[src/rtl/eth_dfr_pkg.sv]
package eth_dfr_pkg;

    typedef enum logic [1:0] {
        HUNT_IDLE = 2'd0,
        HUNT_PRE  = 2'd1,
        HUNT_BODY = 2'd2
    } hunt_state_e;

    typedef struct packed {
        hunt_state_e state;
        logic        first;
    } hunt_regs_t;

endpackage

[src/rtl/eth_dfr_hunt.sv]
module eth_dfr_hunt
    import eth_dfr_pkg::*;
#(
    parameter int              DATA_W  = 8,
    parameter logic [DATA_W-1:0] PRE_PAT = 8'h55,
    parameter logic [DATA_W-1:0] SFD_PAT = 8'hD5
) (
    input  logic              clk,
    input  logic              rst,
    input  logic              active,
    input  logic              byte_vld,
    input  logic [DATA_W-1:0] byte_in,
    output logic              content_vld,
    output logic              content_first
);

    hunt_regs_t r_d, r_q;
    logic       accept;

    assign accept = active && byte_vld;

    always_comb begin
        r_d = r_q;
        if (!active) begin
            r_d.state = HUNT_IDLE;
            r_d.first = 1'b0;
        end else if (byte_vld) begin
            unique case (r_q.state)
                HUNT_IDLE: begin
                    if (byte_in == PRE_PAT) r_d.state = HUNT_PRE;
                end
                HUNT_PRE: begin
                    if (byte_in == SFD_PAT) begin
                        r_d.state = HUNT_BODY;
                        r_d.first = 1'b1;
                    end else if (byte_in != PRE_PAT) begin
                        r_d.state = HUNT_IDLE;
                    end
                end
                HUNT_BODY: begin
                    r_d.first = 1'b0;
                end
                default: begin
                    r_d.state = HUNT_IDLE;
                    r_d.first = 1'b0;
                end
            endcase
        end
    end

    always_ff @(posedge clk) begin
        if (rst) begin
            r_q <= '{state: HUNT_IDLE, first: 1'b0};
        end else begin
            r_q <= r_d;
        end
    end

    assign content_vld   = accept && (r_q.state == HUNT_BODY);
    assign content_first = r_q.first;

    AST_DROP_RESETS_HUNT: assert property (@(posedge clk) disable iff (rst)
        !active |=> (r_q.state == HUNT_IDLE));

    AST_BODY_ENTRY: assert property (@(posedge clk) disable iff (rst)
        (r_q.state == HUNT_BODY && $past(r_q.state) != HUNT_BODY)
        |-> $past(accept && byte_in == SFD_PAT && r_q.state == HUNT_PRE));

    AST_IDLE_SFD_IGNORED: assert property (@(posedge clk) disable iff (rst)
        (r_q.state == HUNT_IDLE && accept && byte_in == SFD_PAT)
        |=> (r_q.state == HUNT_IDLE));

    AST_BAD_PRE_ABORTS: assert property (@(posedge clk) disable iff (rst)
        (r_q.state == HUNT_PRE && accept && byte_in != PRE_PAT && byte_in != SFD_PAT)
        |=> (r_q.state == HUNT_IDLE));

endmodule

[src/rtl/eth_dfr_hold.sv]
module eth_dfr_hold #(
    parameter int DATA_W = 8
) (
    input  logic              clk,
    input  logic              rst,
    input  logic              active,
    input  logic              content_vld,
    input  logic              content_first,
    input  logic [DATA_W-1:0] content_byte,
    output logic [DATA_W-1:0] out_byte,
    output logic              out_vld,
    output logic              out_sof,
    output logic              out_eof
);

    typedef struct packed {
        logic              held;
        logic [DATA_W-1:0] held_byte;
        logic              held_sof;
        logic              o_vld;
        logic [DATA_W-1:0] o_byte;
        logic              o_sof;
        logic              o_eof;
    } hold_regs_t;

    hold_regs_t h_d, h_q;

    always_comb begin
        h_d       = h_q;
        h_d.o_vld = 1'b0;
        h_d.o_sof = 1'b0;
        h_d.o_eof = 1'b0;
        if (!active) begin
            if (h_q.held) begin
                h_d.o_vld  = 1'b1;
                h_d.o_byte = h_q.held_byte;
                h_d.o_sof  = h_q.held_sof;
                h_d.o_eof  = 1'b1;
            end
            h_d.held     = 1'b0;
            h_d.held_sof = 1'b0;
        end else if (content_vld) begin
            if (h_q.held) begin
                h_d.o_vld  = 1'b1;
                h_d.o_byte = h_q.held_byte;
                h_d.o_sof  = h_q.held_sof;
            end
            h_d.held      = 1'b1;
            h_d.held_byte = content_byte;
            h_d.held_sof  = content_first;
        end
    end

    always_ff @(posedge clk) begin
        if (rst) begin
            h_q <= '0;
        end else begin
            h_q <= h_d;
        end
    end

    assign out_byte = h_q.o_byte;
    assign out_vld  = h_q.o_vld;
    assign out_sof  = h_q.o_sof;
    assign out_eof  = h_q.o_eof;

    AST_EMIT_FROM_HOLD: assert property (@(posedge clk) disable iff (rst)
        h_q.o_vld |-> $past(h_q.held));

    AST_EOF_AFTER_DROP: assert property (@(posedge clk) disable iff (rst)
        h_q.o_eof |-> (h_q.o_vld && $past(!active)));

    AST_MID_NEEDS_BYTE: assert property (@(posedge clk) disable iff (rst)
        (h_q.o_vld && !h_q.o_eof) |-> $past(content_vld));

endmodule

[src/rtl/eth_sfd_deframer.sv]
module eth_sfd_deframer #(
    parameter int                DATA_W  = 8,
    parameter logic [DATA_W-1:0] PRE_PAT = 8'h55,
    parameter logic [DATA_W-1:0] SFD_PAT = 8'hD5
) (
    input  logic              clk,
    input  logic              rst,
    input  logic [DATA_W-1:0] rx_byte,
    input  logic              rx_byte_vld,
    input  logic              rx_active,
    output logic [DATA_W-1:0] fr_byte,
    output logic              fr_vld,
    output logic              fr_sof,
    output logic              fr_eof
);

    logic content_vld;
    logic content_first;

    eth_dfr_hunt #(
        .DATA_W  (DATA_W),
        .PRE_PAT (PRE_PAT),
        .SFD_PAT (SFD_PAT)
    ) u_hunt (
        .clk           (clk),
        .rst           (rst),
        .active        (rx_active),
        .byte_vld      (rx_byte_vld),
        .byte_in       (rx_byte),
        .content_vld   (content_vld),
        .content_first (content_first)
    );

    eth_dfr_hold #(
        .DATA_W (DATA_W)
    ) u_hold (
        .clk           (clk),
        .rst           (rst),
        .active        (rx_active),
        .content_vld   (content_vld),
        .content_first (content_first),
        .content_byte  (rx_byte),
        .out_byte      (fr_byte),
        .out_vld       (fr_vld),
        .out_sof       (fr_sof),
        .out_eof       (fr_eof)
    );

    // Frame-open tracker used only by the checks below.
    logic open_d, open_q;

    always_comb begin
        open_d = open_q;
        if (fr_vld) open_d = !fr_eof;
    end

    always_ff @(posedge clk) begin
        if (rst) open_q <= 1'b0;
        else     open_q <= open_d;
    end

    AST_SOF_OPENS_FRAME: assert property (@(posedge clk) disable iff (rst)
        (fr_vld && fr_sof) |-> !open_q);

    AST_BODY_INSIDE_FRAME: assert property (@(posedge clk) disable iff (rst)
        (fr_vld && !fr_sof) |-> open_q);

    AST_MARKERS_NEED_VALID: assert property (@(posedge clk) disable iff (rst)
        (fr_sof || fr_eof) |-> fr_vld);

endmodule

[config.mk]
export PLATFORM = sky130hd
export DESIGN_NAME = eth_sfd_deframer
export DESIGN_NICKNAME = d
export VERILOG_FILES = /design/src/rtl/eth_dfr_pkg.sv /design/src/rtl/eth_dfr_hunt.sv /design/src/rtl/eth_dfr_hold.sv /design/src/rtl/eth_sfd_deframer.sv
export SDC_FILE = /design/constraint.sdc
export NUM_CORES = 1
export LEC_CHECK = 0
export BUFFER_PORTS_ARGS = -buffer_cell sky130_fd_sc_hd__buf_4
export CAP_MARGIN = 40
export CORE_MARGIN = 1
export CORE_UTILIZATION = 50
export CTS_CLUSTER_SIZE = 10
export DETAILED_ROUTE_END_ITERATION = 10
export PLACE_DENSITY_LB_ADDON = 0.1
export SYNTH_ARGS = -nofsm -noshare
export SYNTH_HDL_FRONTEND = slang
export SYNTH_SLANG_ARGS = --single-unit
[constraint.sdc]
create_clock -name clk -period 2.56 [get_ports clk]
set_input_delay 0.768 -clock clk [delete_from_list [all_inputs] [get_ports clk]]
set_output_delay 0.768 -clock clk [all_outputs]
set_load 0.02 [all_outputs]
==> PnR_summary.wiki <==
{| class="wikitable"
! Metric !! Value
|-
| Status || completed
|-
| Crit-path max cell delay || 360 ps
|-
| Top cells by area, synth || sky130_fd_sc_hd__dfxtp_1 (46%), sky130_fd_sc_hd__nand2b_1 (11%), sky130_fd_sc_hd__mux2i_1 (8.7%)
|-
| Number of global-route vias before repair || 556
|-
| Count of input and output buffers || 22
|-
| Total GRT Usage || 15.6%
|-
| Relative slew slack || 70.7%
|-
| DRC viols || 0
|-
| Remaining global-route overflow || 0
|-
| Routed via count divided by cell count || 4.90
|-
| Reg2Reg Setup Slack || 1150 ps
|-
| Clock sink count || 24
|-
| Count of maximum capacitance violations || 0
|-
| Number of stages on the worst setup path || 1
|-
| Area used by sequential logic in the layout || 480 um2
|-
| Area Overhead vs Synth || 14.1%
|-
| Number of cells after detailed placement || 149
|-
| Post-Syn Nets || 125
|-
| Total Negative Setup Slacks || 0 ps
|-
| H-tree levels || 1
|-
| Clock Skews || 5.56 ps
|-
| Number of filler instances in the final layout || 199
|-
| Total count of hold-check failures in the final report || 0
|-
| Syn Inst Count || 113
|-
| Post-detail-place hpwl || 1200 um
|-
| CTS Hold Buffers Added || 0
|-
| Total Wirelength || 1650 um
|-
| Most area-hungry cell type in the Yosys netlist || sky130_fd_sc_hd__dfxtp_1
|-
| Final net count || 139
|-
| TritonCTS clock tree || yes
|-
| Unrepaired setup endpoints after global routing || false
|-
| Number of gates resized after CTS || 0
|-
| Origin of the worst min-delay path || u_hold.h_q[19]
|-
| Hold worst-path end || u_hold.h_q[19]
|-
| Final Max Tran Viols || 0
|-
| Smallest hold slack || 464 ps
|-
| Final critical-path required period || 1580 ps
|-
| CTS Root Buffer Type || sky130_fd_sc_hd__clkbuf_4
|-
| Bufs and invs on worst path || 1
|-
| Post-route ant nets || 0
|-
| Post CTS Setup Buffer Count || 0
|-
| Critical path data required time || 1790 ps
|-
| Pin count of the biggest net entering global routing || 30
|-
| Unique cell type count in the Yosys netlist || 21
|-
| Ports placed on the boundary || 23
|-
| Startpoint Class || register
|-
| Top achievable clock speed || 632 MHz
|-
| Portion of synthesized cell area occupied by the leading cell type || 46.4%
|-
| Initial DRC count || 20
|-
| Die Wd || 47.5 um
|-
| Critical path fanouts, max || 2
|-
| Yosys synthesis warning count || 0
|-
| Global-route wire length before repair || 2380 um
|-
| Worst R2R Path Depth || 4
|-
| Mean Syn Cell Area || 9.17 um2
|-
| Proportion of layout cells with a drive suffix above 1 || 23.8%
|-
| Total CTS buffers || 3
|-
| Worst path top cell family by delay || flip-flops
|-
| Final Setup Violations || 0
|-
| Post-layout instance count excluding filler cells || 153
|-
| Critical path type || reg2out
|-
| Post-CTS clock slew at the launch and capture registers of the worst setup and hold paths || 130 ps
|-
| Data arrival time of the worst path || 810 ps
|-
| Placeable Area || 0.00196 mm2
|-
| Endpoint of the worst-slack reg-to-reg timing path || u_hold.out_byte[7]
|-
| Hold path cells || 2
|-
| Class of the tightest hold or removal check || reg2reg
|-
| Number of placement rows || 16
|-
| Final estimated routing congestion in global placement || 0.757
|-
| Antenna violations before repair || 0
|-
| Die area || 0.00226 mm2
|-
| First-pass iteration count of the detailed router || 4
|-
| Leak pwr || 0.000481 uW
|-
| Vias after detailed routing || 750
|-
| Average detailed-routed wire length per instance || 10.8 um
|-
| Worst skew pair latency || 310 ps
|-
| Starting density of the core || 52.8%
|-
| IR drop worst, VDD || 0.284 mV
|-
| Critical Path Slowest Stage Cell || sky130_fd_sc_hd__dfxtp_1
|-
| Period utilisation layout || 61.8%
|-
| Seq/Total Area, Yosys || 46.4%
|-
| Power per unit of standard cell area || 506 mW/mm2
|-
| FF+latch count, synth || 24
|-
| Multi-input gate area in the final layout || 455 um2
|-
| Worst Max-Slew Pin Slew || 433 ps
|-
| Antenna fix cells || 0
|-
| Critical path capture point type || output port
|-
| Startpoint of the worst-slack reg-to-reg timing path || u_hunt.r_q[1]
|-
| Post-synthesis instance area || 0.00104 mm2
|-
| Cells along the critical path || buf_4
|-
| Die height || 47.5 um
|-
| Maximum root-to-sink buffer count || 2
|}
==> through the flow <==
step | cell area, um2 | setup slack (ps) | power (uW) | utilization (%)
floorplan | 1040 | 962 | 397 | -
global placement | 1150 | 695 | 413 | 58.4
detailed placement | 1150 | 678 | 413 | 58.4
CTS | 1180 | 970 | 605 | 60.3
global route | 1180 | 920 | 627 | 60.3
finish | 1180 | 978 | 598 | 60.3
==> tightest hold or removal path, cell delays in order (launching register included) <==
cell and delay [ps]:
sky130_fd_sc_hd__dfxtp_1 330, sky130_fd_sc_hd__nand2_1 50, sky130_fd_sc_hd__a21oi_1 50
==> state kept, by name (all words and copies together), names as in the netlist <==
signal                cells
u_hold.h_q               10
u_hold.out_eof            1
u_hold.out_sof            1
u_hold.out_byte           8
u_hunt.r_q                2
u_hunt.content_first      1
u_hold.out_vld            1
==> metal layers <==
| metal | track usage [%] | wire length [um] | vias up |
|---|---|---|---|
| met2 | 22.7 | 715 | 23 |
| met3 | 3.40 | 96 | 4 |
| met4 | 6.86 | 28 | 0 |
| li1 | - | - | 391 |
| met1 | 21.9 | 805 | 332 |
| met5 | 0 | 0 | - |
==> area by class of cell <==
class                   count  share of cell area (%)
flip-flops and latches     24                    40.6
clock buffers               4                    3.07
multi-input cells          74                    38.5
inverters                   1                   0.317
well taps                  27                    2.86
repair buffers             23                    14.6
==> synth_stat cells, drive strengths merged <==
library cell	number
a21oi	9
and3b	1
and4b	1
buf	14
dfxtp	24
inv	1
mux2i	9
nand2	19
nand2b	18
nand3	2
nand4	1
nand4b	2
nor2	4
nor2b	1
nor3b	2
nor4bb	2
o21ai	3
==> cell usage in the layout (no fill, tap or decap) <==
cell / instances
sky130_fd_sc_hd__and3b_4: 1
sky130_fd_sc_hd__and4b_1: 1
sky130_fd_sc_hd__nor2_1: 4
sky130_fd_sc_hd__mux2i_1: 9
sky130_fd_sc_hd__clkbuf_8: 1
sky130_fd_sc_hd__nor3b_1: 1
sky130_fd_sc_hd__nand2_1: 19
sky130_fd_sc_hd__o21ai_2: 1
sky130_fd_sc_hd__nand4_1: 1
sky130_fd_sc_hd__inv_1: 1
sky130_fd_sc_hd__clkbuf_4: 3
sky130_fd_sc_hd__a21oi_1: 9
sky130_fd_sc_hd__nor2b_1: 1
sky130_fd_sc_hd__o21ai_0: 2
sky130_fd_sc_hd__nand3_1: 2
sky130_fd_sc_hd__nand2b_1: 18
sky130_fd_sc_hd__nor4bb_1: 2
sky130_fd_sc_hd__dfxtp_1: 24
sky130_fd_sc_hd__buf_4: 23
sky130_fd_sc_hd__nor3b_2: 1
sky130_fd_sc_hd__nand4b_1: 2
==> how the worst max path moves through the flow <==
stage / startpoint / end / slack (ps)
after floorplan: rx_byte_vld / u_hold.out_byte[0] / 960
after global placement: rx_byte_vld / u_hold.out_byte[0] / 700
final: u_hold.out_byte[7] / fr_byte[7] / 980
after CTS: u_hold.out_byte[4] / fr_byte[4] / 970
after global routing: u_hold.out_byte[4] / fr_byte[4] / 920
after detailed placement: rx_byte_vld / u_hold.out_byte[7] / 680
==> cells by family after synthesis <==
family          share of synthesized area (%)
buf+inv                                  9.66
simple gates                             29.1
flops                                    46.4
mux                                      8.70
compound gates                           6.16
==> report_power, final <==
part	switching [uW]	total, uW	internal [uW]
Sequential	0.0128	373	373
Clock	107	194	86.8
Combinational	13.8	31.0	17.1
Total	121	598	477
Note: power is estimated with default switching activity, not from simulation.
